<file path="config.mk">
export PLATFORM = sky130hd
export DESIGN_NAME = mgmt_serial_slave
export DESIGN_NICKNAME = d
export VERILOG_FILES = /design/src/rtl/mgmt_pkg.sv /design/src/rtl/mgmt_mdc_edge.sv /design/src/rtl/mgmt_frame_fsm.sv /design/src/rtl/mgmt_reg_bank.sv /design/src/rtl/mgmt_serial_slave.sv
export SDC_FILE = /design/constraint.sdc
export NUM_CORES = 1
export LEC_CHECK = 0
export ABC_AREA = 0
export ABC_CLOCK_PERIOD_IN_PS = 3450
export BUFFER_PORTS_ARGS = -buffer_cell sky130_fd_sc_hd__buf_4
export CAP_MARGIN = 20
export CORE_ASPECT_RATIO = 0.9
export CORE_MARGIN = 2
export CORE_UTILIZATION = 65
export CTS_BUF_LIST = sky130_fd_sc_hd__clkbuf_4
export DETAILED_ROUTE_END_ITERATION = 8
export HOLD_SLACK_MARGIN = 0.12
export PLACE_DENSITY = 0.8
export RECOVER_POWER = 100
export SLEW_MARGIN = 20
export SYNTH_ARGS = -nofsm -noshare
export SYNTH_HDL_FRONTEND = slang
export SYNTH_SLANG_ARGS = --single-unit
</file>
<file path="constraint.sdc">
create_clock -name clk -period 3.45 [get_ports clk]
set_clock_uncertainty 0.2 [all_clocks]
set_input_delay 0.69 -clock clk [delete_from_list [all_inputs] [get_ports clk]]
set_output_delay 0.69 -clock clk [all_outputs]
set_load 0.01 [all_outputs]
</file>
<file path="src/rtl/mgmt_pkg.sv">
package mgmt_pkg;

    localparam int OPC_BITS  = 2;
    localparam int ADDR_BITS = 5;
    localparam int TA_BITS   = 2;
    localparam int DATA_BITS = 16;
    localparam int HIST_BITS = 32;
    localparam int CNT_W     = $clog2(DATA_BITS + 1);

    localparam logic [HIST_BITS-1:0] START_PATTERN = 32'hFFFF_FFFD;
    localparam logic [OPC_BITS-1:0]  OP_READ       = 2'b10;
    localparam logic [OPC_BITS-1:0]  OP_WRITE      = 2'b01;

    typedef enum logic [2:0] {
        ST_IDLE,
        ST_OPC,
        ST_DEV,
        ST_IDX,
        ST_TURN,
        ST_DATA
    } fsm_e;

    function automatic logic [DATA_BITS-1:0] reg_mask(input int idx);
        case (idx)
            1, 2, 3: reg_mask = 16'hFFFF;
            4:       reg_mask = 16'h001F;
            default: reg_mask = 16'h0000;
        endcase
    endfunction

    function automatic logic [DATA_BITS-1:0] reg_reset(
        input int                   idx,
        input logic [DATA_BITS-1:0] status_val,
        input logic [DATA_BITS-1:0] id_hi,
        input logic [DATA_BITS-1:0] id_lo
    );
        case (idx)
            0:       reg_reset = 16'h1140;
            1:       reg_reset = status_val;
            2:       reg_reset = id_hi;
            3:       reg_reset = id_lo;
            4:       reg_reset = 16'h01E1;
            default: reg_reset = 16'h0000;
        endcase
    endfunction

endpackage

</file>
<file path="src/rtl/mgmt_mdc_edge.sv">
module mgmt_mdc_edge (
    input  logic clk,
    input  logic rst_n,
    input  logic mdc,
    output logic rise,
    output logic fall
);
    logic prev_d, prev_q;

    always_comb begin
        prev_d = mdc;
        rise   = mdc & ~prev_q;
        fall   = ~mdc & prev_q;
    end

    always_ff @(posedge clk or negedge rst_n) begin
        if (!rst_n) prev_q <= 1'b0;
        else        prev_q <= prev_d;
    end
endmodule

</file>
<file path="src/rtl/mgmt_frame_fsm.sv">
module mgmt_frame_fsm
    import mgmt_pkg::*;
(
    input  logic                 clk,
    input  logic                 rst_n,
    input  logic                 rise,
    input  logic                 fall,
    input  logic                 mdio_in,
    input  logic [ADDR_BITS-1:0] phy_addr,
    input  logic [DATA_BITS-1:0] rd_data,
    output logic [ADDR_BITS-1:0] reg_idx,
    output logic                 wr_en,
    output logic [DATA_BITS-1:0] wr_data,
    output logic                 mdio_out,
    output logic                 mdio_oe,
    output fsm_e                 state
);
    typedef struct packed {
        fsm_e                 state;
        logic [CNT_W-1:0]     cnt;
        logic [HIST_BITS-1:0] shift;
        logic [OPC_BITS-1:0]  opc;
        logic [ADDR_BITS-1:0] dev;
        logic [ADDR_BITS-1:0] idx;
        logic                 hit;
        logic                 dout;
        logic                 oe;
    } fsm_t;

    localparam logic [CNT_W-1:0] N_OPC  = CNT_W'(OPC_BITS);
    localparam logic [CNT_W-1:0] N_ADDR = CNT_W'(ADDR_BITS);
    localparam logic [CNT_W-1:0] N_TA   = CNT_W'(TA_BITS);
    localparam logic [CNT_W-1:0] N_DATA = CNT_W'(DATA_BITS);

    fsm_t q, d;
    logic [HIST_BITS-1:0] shifted;
    logic [CNT_W-1:0]     cnt_inc;

    always_comb begin
        d       = q;
        wr_en   = 1'b0;
        shifted = {q.shift[HIST_BITS-2:0], mdio_in};
        cnt_inc = q.cnt + 1'b1;
        wr_data = shifted[DATA_BITS-1:0];
        if (rise) begin
            d.shift = shifted;
            d.cnt   = cnt_inc;
            case (q.state)
                ST_IDLE: begin
                    if (shifted == START_PATTERN) begin
                        d.state = ST_OPC;
                        d.cnt   = '0;
                        d.shift = '0;
                    end
                end
                ST_OPC: begin
                    if (cnt_inc == N_OPC) begin
                        d.opc   = shifted[OPC_BITS-1:0];
                        d.state = ST_DEV;
                        d.cnt   = '0;
                        d.shift = '0;
                    end
                end
                ST_DEV: begin
                    if (cnt_inc == N_ADDR) begin
                        d.dev   = shifted[ADDR_BITS-1:0];
                        d.state = ST_IDX;
                        d.cnt   = '0;
                        d.shift = '0;
                    end
                end
                ST_IDX: begin
                    if (cnt_inc == N_ADDR) begin
                        d.idx   = shifted[ADDR_BITS-1:0];
                        d.hit   = (q.dev == phy_addr);
                        d.state = ST_TURN;
                        d.cnt   = '0;
                        d.shift = '0;
                    end
                end
                ST_TURN: begin
                    if (cnt_inc == N_TA) begin
                        d.state = ST_DATA;
                        d.cnt   = '0;
                        d.shift = '0;
                        if (q.opc == OP_READ && q.hit)
                            d.shift = {{(HIST_BITS-DATA_BITS){1'b0}}, rd_data};
                    end
                end
                ST_DATA: begin
                    if (cnt_inc == N_DATA) begin
                        d.state = ST_IDLE;
                        d.cnt   = '0;
                        d.shift = '0;
                        d.oe    = 1'b0;
                        wr_en   = (q.opc == OP_WRITE) && q.hit;
                    end
                end
                default: d.state = ST_IDLE;
            endcase
        end else if (fall) begin
            if (q.state == ST_DATA && q.opc == OP_READ && q.hit) begin
                d.dout = q.shift[DATA_BITS-1];
                d.oe   = 1'b1;
            end
        end
    end

    always_ff @(posedge clk or negedge rst_n) begin
        if (!rst_n) begin
            q.state <= ST_IDLE;
            q.cnt   <= '0;
            q.shift <= '0;
            q.opc   <= '0;
            q.dev   <= '0;
            q.idx   <= '0;
            q.hit   <= 1'b0;
            q.dout  <= 1'b0;
            q.oe    <= 1'b0;
        end else begin
            q <= d;
        end
    end

    assign reg_idx  = q.idx;
    assign mdio_out = q.dout;
    assign mdio_oe  = q.oe;
    assign state    = q.state;
endmodule

</file>
<file path="src/rtl/mgmt_reg_bank.sv">
module mgmt_reg_bank
    import mgmt_pkg::*;
#(
    parameter int                   NUM_REGS   = 8,
    parameter logic [DATA_BITS-1:0] STATUS_VAL = 16'h7949,
    parameter logic [DATA_BITS-1:0] ID_HI      = 16'h0141,
    parameter logic [DATA_BITS-1:0] ID_LO      = 16'h0CC2
) (
    input  logic                 clk,
    input  logic                 rst_n,
    input  logic [ADDR_BITS-1:0] idx,
    input  logic                 wr_en,
    input  logic [DATA_BITS-1:0] wr_data,
    output logic [DATA_BITS-1:0] rd_data
);
    localparam int IDX_W = (NUM_REGS > 1) ? $clog2(NUM_REGS) : 1;

    logic [DATA_BITS-1:0] regs_d [NUM_REGS];
    logic [DATA_BITS-1:0] regs_q [NUM_REGS];
    logic                 in_range;

    always_comb begin
        in_range = (int'(idx) < NUM_REGS);
        rd_data  = in_range ? regs_q[idx[IDX_W-1:0]] : '0;
    end

    for (genvar g = 0; g < NUM_REGS; g++) begin : g_reg
        localparam logic [DATA_BITS-1:0] MASK = reg_mask(g);
        localparam logic [DATA_BITS-1:0] RSTV = reg_reset(g, STATUS_VAL, ID_HI, ID_LO);

        always_comb begin
            regs_d[g] = regs_q[g];
            if (wr_en && idx == ADDR_BITS'(g))
                regs_d[g] = (regs_q[g] & MASK) | (wr_data & ~MASK);
        end

        always_ff @(posedge clk or negedge rst_n) begin
            if (!rst_n) regs_q[g] <= RSTV;
            else        regs_q[g] <= regs_d[g];
        end
    end
endmodule

</file>
<file path="src/rtl/mgmt_serial_slave.sv">
module mgmt_serial_slave
    import mgmt_pkg::*;
#(
    parameter int          NUM_REGS   = 8,
    parameter logic [15:0] STATUS_VAL = 16'h7949,
    parameter logic [15:0] ID_HI      = 16'h0141,
    parameter logic [15:0] ID_LO      = 16'h0CC2
) (
    input  logic       clk,
    input  logic       rst_n,
    input  logic       mdc,
    input  logic       mdio_in,
    input  logic [4:0] phy_addr,
    output logic       mdio_out,
    output logic       mdio_oe
);
    logic                 rise, fall;
    logic [ADDR_BITS-1:0] reg_idx;
    logic                 wr_en;
    logic [DATA_BITS-1:0] wr_data, rd_data;
    fsm_e                 fsm_state;

    mgmt_mdc_edge u_edge (
        .clk  (clk),
        .rst_n(rst_n),
        .mdc  (mdc),
        .rise (rise),
        .fall (fall)
    );

    mgmt_frame_fsm u_fsm (
        .clk     (clk),
        .rst_n   (rst_n),
        .rise    (rise),
        .fall    (fall),
        .mdio_in (mdio_in),
        .phy_addr(phy_addr),
        .rd_data (rd_data),
        .reg_idx (reg_idx),
        .wr_en   (wr_en),
        .wr_data (wr_data),
        .mdio_out(mdio_out),
        .mdio_oe (mdio_oe),
        .state   (fsm_state)
    );

    mgmt_reg_bank #(
        .NUM_REGS  (NUM_REGS),
        .STATUS_VAL(STATUS_VAL),
        .ID_HI     (ID_HI),
        .ID_LO     (ID_LO)
    ) u_bank (
        .clk    (clk),
        .rst_n  (rst_n),
        .idx    (reg_idx),
        .wr_en  (wr_en),
        .wr_data(wr_data),
        .rd_data(rd_data)
    );
endmodule

</file>
Word level (Yosys, flattened, before mapping)
Index checks and enable logic that the tools add are counted.

operators by class
  add/sub/neg operators = 1
  magnitude comparators = 2
  equal/unequal tests = 24
  muxes and demuxes = 21
  bitwise operators = 7
  reductions and logical operators = 19

operators with widths
  cell                    count
  $pmux W37 S6            1
  $mux W40                5
  $mux W16                4
  $bmux W16 S3            1
  $mux W42                1
  $eq A32 B32 Y1 const B  1
  $eq A5 B3 Y1 const B    5
  $pmux W3 S6             1
  $ne A2 B1 Y1 const B    8
  $or A5 B16 Y16          1
  $reduce_and A3 Y1       4
  $logic_and A1 B1 Y1     9
  $mux W1                 8
  $reduce_and A7 Y1       1
  $eq A3 B2 Y1 const B    2
  $eq A3 B3 Y1 const B    2
  $add A5 B1 Y5 const B   1
  $eq A5 B2 Y1 const B    1
  $eq A5 B5 Y1            1
  $eq A5 B5 Y1 const B    1
  $logic_not A5 Y1        1
  $lt A5 B4 Y1 const B    1
  $ge A4 B4 Y1 const B    1
  $not A3 Y4              1
  8 further kinds         12

storage, ports and cells
  flip-flop bits (word level) = 135
  input port bits = 9
  output and inout bits = 2
  word-level logic and storage cells = 89

Longest topological paths before layout
  word-level depth = 8
  gate-level depth with buffers = 10
  gate-level depth less buffers = 8

By module
A second synthesis with hierarchy kept.

unflattened totals
  cell total of the unflattened synthesis = 592
  area total of the unflattened synthesis = 6,855.3 µm²

modules (own cells, without submodules)
  module          times used  cells each  area each (µm²)  seq. area each (µm²)
  mgmt_reg_bank   1           277         3,682.3          1,885.6
  mgmt_frame_fsm  1           312         3,133.0          1,351.3
  mgmt_mdc_edge   1           3           40.0             25.0

Least setup slack after synthesis
Ideal clock, no wire load.

  kind = register to register
  from = register u_fsm.q[47] in the netlist's numbering
  to = register u_bank.regs_q[37] in the netlist's numbering
  library setup time = 0.125 ns
  data arrival time = 2.279 ns
  required time = 3.125 ns
  slack = 0.846 ns
  cell stages (with the launch flop) = 10
  path buffers = 2
  period minus slack after synthesis = 2.604 ns
  cells stage by stage = dfrtp_1 > ha_1 > buf_4 > nand3_4 > xor2_2 > nor3_4 > nand4_4 > nor3_2 > buf_4 > mux2_2

on the way
  longest elaborated chain between the ends = 6

RTL lines
  item                            line                  source
  start: declaration              mgmt_frame_fsm.sv:35  fsm_t q, d;
  $add A5 B1 Y5                   mgmt_frame_fsm.sv:43  cnt_inc = q.cnt + 1'b1;
  $eq A5 B5 Y1                    mgmt_frame_fsm.sv:91  if (cnt_inc == N_DATA) begin
  $mux W1                         mgmt_frame_fsm.sv:91
  $mux W1                         mgmt_frame_fsm.sv:48  case (q.state)
  $mux W1                         mgmt_frame_fsm.sv:45  if (rise) begin
  $logic_and A1 B1 Y1             mgmt_reg_bank.sv:33   if (wr_en && idx == ADDR_BITS'(g))
  end signal: indexed assignment  mgmt_reg_bank.sv:39   else regs_q[g] <= regs_d[g];
  end: declaration                mgmt_reg_bank.sv:19   logic [DATA_BITS-1:0] regs_q [NUM_REGS];

Every way passes these cells.
A chain may end at the register's enable or synchronous reset.

Worst setup path in the final report
  from = input port mdc
  to = register u_fsm.q (netlist bit u_fsm.mdio_out)

on the way
  longest elaborated chain between the ends = 3
  elaborated cells between the ends (all ways) = 5
  those cells by class = bitwise: 4; reduce/logical: 1

RTL lines
  item                         line                     source
  start: declaration           mgmt_serial_slave.sv:11  input logic mdc,
  $and A1 B1 Y1                mgmt_mdc_edge.sv:12      rise = mdc & ~prev_q;
  net rise                     mgmt_serial_slave.sv:17  logic rise, fall;
  $not A1 Y1 (no line)         -
  $reduce_and A3 Y1 (no line)  -

The timed path passes the listed nets, and every way through them passes these cells.

==> results.yml <==
timing:
  finalHoldViolCount: 0
  worstMarginPinSlew_ps: 1850
  rsz_0062_raised_after_global_routing: "no"
  report.final.slew_viol_count: 33
  period_needed_ps: 3196
  timing.slew.headroom_pct: -23.32
  report.final.setup_viol: 0
  setup-tns-final_ps: 0
  highest_clock_rate_ghz: 0.3128
  setup_slack_ps: 253.6
  min_period_over_period_pct: 92.65
drt:
  drt-initial-drc-count: 326
  detailedRoute.firstPassIterationCount: 6
  routed_wirelength_mm: 13.50
  detail_route.vias_per_cell: 6.237
  antenna_violating_nets_post_route: 0
  post-route-drc-count: 0
  via_count: 4403
  detail_route.wl_per_cell_um: 19.12
critical_path:
  cp.required_ps: 3660
  worstSetupStartpointType: "input pin"
  setup.worst_path.end_class: "flip-flop"
  critPathLaunch: "mdc"
  critical_path_class: "in -> reg"
  critPathMaxFanout: 38
  r2r_start: "u_fsm.q[47]$_DFFE_PN0P_"
  arr_time_crit_path_ps: 3410
logic_synthesis:
  edff_count_synth: 0
  synth_warnings: 0
  synth_seq_cells: 130
  postSynthCellCount: 559
  yosysUniqueCellTypes: 66
  synth_fp_nets: 574
  syn-cell-area_sq_mm: 0.006461
  synth_async_sr_flop_share_pct: 100.0
  ys_dominant_reg_cell: "sky130_fd_sc_hd__dfrtp_1"
  syn-mean-instance-area_sq_um: 11.56
  yosysSeqAreaShare_pct: 50.48
finish:
  layout.cells.most_common: "sky130_fd_sc_hd__dfrtp_1"
  design.final.nets: 582
  layout-drive-gt1-share_pct: 26.38
  area.growth.synth_to_final_pct: 6.487
  diodes: 0
  area_of_all_placed_cells_without_fillers_sq_mm: 0.006880
  final_core_util_pct: 71.25
  final_cell_mix: "sky130_fd_sc_hd__dfrtp_1 (123), sky130_fd_sc_hd__mux2_2 (81), sky130_fd_sc_hd__nor2_1 (48)"
die:
  ios: 11
  die_y_um: 98.59
  floorplan.core_area_sq_mm: 0.009657
  start_util_pct: 66.91
  die_width_um: 109.1
  area_enclosed_by_the_die_boundary_sq_mm: 0.01076
  floorplan.rows: 34
outcome:
  failed_checks: "capacitance limit, slew limit"
  status: "finished with violations"
placed_design:
  place_congestion: 0.8605
  post_dp_cell_area_sq_mm: 0.006665
  dp_hpwl_mm: 8.875
  placement.setup.worst_slack_ps: 404.8
  port_buffers: 10
cts:
  cts-htree-levels: 4
  clock_path_buffers: 2
  clk-insertion-delay-late_ps: 520
  tritoncts: "yes"
  clkTransAtPathRegs_ps: 120
  tritoncts.num_buffers: 17
  clock-sinks: 130
  root_buffer: "sky130_fd_sc_hd__clkbuf_4"
grt:
  grt_usage_pct: 28.07
  grt_antenna_before_repair: 0
  grt_first_pass_wirelength_mm: 23.08
  first_global_vias: 4450
  gr-total-overflow: 0
  grt_max_degree: 99
power_and_ir_drop:
  max-vdd-ir-drop_mv: 0.3172
  leakage_nw: 3.078
  power_per_cell_area_mw_per_mm2: 480.3
run:
  drv_cap: 1
min_path:
  hp-start: "phy_addr[1]"
  timing.hold.worst.class: "in -> reg"
cell families (layout without fill, tap and decap cells):
| logic type | Yosys count | count (layout) | share of synthesized area (%) |
|---|---|---|---|
| simple gates | 144 | 144 | 11.62 |
| flops | 130 | 130 | 50.48 |
| mux | 122 | 122 | 21.67 |
| compound gates | 99 | 99 | 10.15 |
| buf+inv | 49 | 70 | 3.582 |
| xor+xnor | 9 | 9 | 1.336 |
| fa+ha+maj | 6 | 6 | 1.162 |
critical path, cell delays in order:
cell and delay (ps):
sky130_fd_sc_hd__dlygate4sd3_1 540, sky130_fd_sc_hd__clkbuf_1 120, sky130_fd_sc_hd__ha_1 220, sky130_fd_sc_hd__clkbuf_2 560
sky130_fd_sc_hd__nor4bb_1 790, sky130_fd_sc_hd__nand3_1 160, sky130_fd_sc_hd__mux2_2 300
Yosys cell counts, types with 2 or more instances:
cell type                    n  area share (%)
sky130_fd_sc_hd__buf_2       8            0.62
sky130_fd_sc_hd__ha_1        6             1.2
sky130_fd_sc_hd__or2_2       3            0.29
sky130_fd_sc_hd__buf_1       3            0.17
sky130_fd_sc_hd__nor3_2      2            0.31
sky130_fd_sc_hd__nor3b_1     2            0.23
sky130_fd_sc_hd__nand3_1    11            0.85
sky130_fd_sc_hd__xor2_1      5            0.68
sky130_fd_sc_hd__clkbuf_1   20             1.2
sky130_fd_sc_hd__mux4_2      2            0.70
sky130_fd_sc_hd__nor2b_1     4            0.39
sky130_fd_sc_hd__nor4_1      2            0.19
sky130_fd_sc_hd__xnor2_1     3            0.41
sky130_fd_sc_hd__a21oi_1    26             2.0
sky130_fd_sc_hd__nor3_4      2            0.50
sky130_fd_sc_hd__nand2_1    40             2.3
sky130_fd_sc_hd__buf_4       6            0.70
sky130_fd_sc_hd__o31ai_1     3            0.35
sky130_fd_sc_hd__mux2_4     10             2.3
sky130_fd_sc_hd__o21ai_0    19             1.5
sky130_fd_sc_hd__nand4_1     8            0.77
sky130_fd_sc_hd__nand3b_1    2            0.23
sky130_fd_sc_hd__dfrtp_1   123              48
sky130_fd_sc_hd__mux2i_1    27             4.2
sky130_fd_sc_hd__and2_1      2            0.19
sky130_fd_sc_hd__a22oi_1     5            0.58
sky130_fd_sc_hd__a31oi_1     2            0.19
sky130_fd_sc_hd__buf_6       2            0.35
sky130_fd_sc_hd__nor2_2      2            0.19
sky130_fd_sc_hd__mux2_2     83              14
sky130_fd_sc_hd__nor3_1      4            0.31
sky130_fd_sc_hd__a21boi_0    3            0.35
sky130_fd_sc_hd__dfstp_2     7             2.8
sky130_fd_sc_hd__inv_1      10            0.58
sky130_fd_sc_hd__o221ai_1    3            0.41
sky130_fd_sc_hd__nor2_1     48             2.8
sky130_fd_sc_hd__o22ai_1    21             2.0
sky130_fd_sc_hd__a211o_1     2            0.27
flip-flops by register name (all words and copies together), names as in the netlist:
name            count
u_bank.regs_q      75
u_fsm.q            29
u_fsm.wr_data      15
u_fsm.reg_idx       5
u_fsm.state         3
u_edge.prev_q       1
u_fsm.mdio_oe       1
u_fsm.mdio_out      1
routing by layer:
metal  GRT usage (%)  wire, um  part of all wire (%)
met5               0         0                     0
met1           41.97      6347                    47
met4           10.26       222                   1.6
met2           40.09      6148                    46
met3           6.680       784                   5.8
timing repair:
item | CTS | global route
hold buffers | 2 | 0
hold endpoints to repair | 33 | 0
buffers inserted | 0 | 0
gates resized for setup | 0 | 0
metrics by stage:
stage	total power, W	cells	hold slack [ps]
after detailed placement	0.002280	672	291.3
after global placement	0.002252	672	285.0
after global routing	0.003478	706	269.9
final	0.003305	706	280.0
after floorplan	0.002131	559	194.4
after CTS	0.003330	706	237.2
report_power, final:
group          leakage, nW  total (W)  internal, W  switching (W)
registers             1.68    0.00188      0.00166       0.000217
logic                 1.25   0.000372     0.000167       0.000206
clock network        0.152    0.00105     0.000506       0.000548
area by class of cell:
cell class | count | area (sq um)
repair buffers | 28 | 220.2
clock buffers | 19 | 142.6
multi-input cells | 380 | 2917
inverters | 10 | 37.54
flip-flops and latches | 130 | 3262
clock inverters | 13 | 143.9
fillers | 692 | 2776
well taps | 126 | 157.7
final timing paths:
path	endpoint	slack (ps)	cells past startpoint
setup / recovery	u_fsm.mdio_out$_DFFE_PN0P_	250	7
hold / removal	u_fsm.q[2]$_DFFE_PN0P_	280	4
setup reg to reg	u_bank.regs_q[42]$_DFFE_PN0P_	340	8
hold reg to reg	u_bank.regs_q[59]$_DFFE_PN0P_	310	1
max in group asynchronous	u_bank.regs_q[118]$_DFFE_PN1P_	760	3
min in group asynchronous	u_fsm.mdio_out$_DFFE_PN0P_	1000	2
Note: power is estimated with default switching activity, not from simulation.
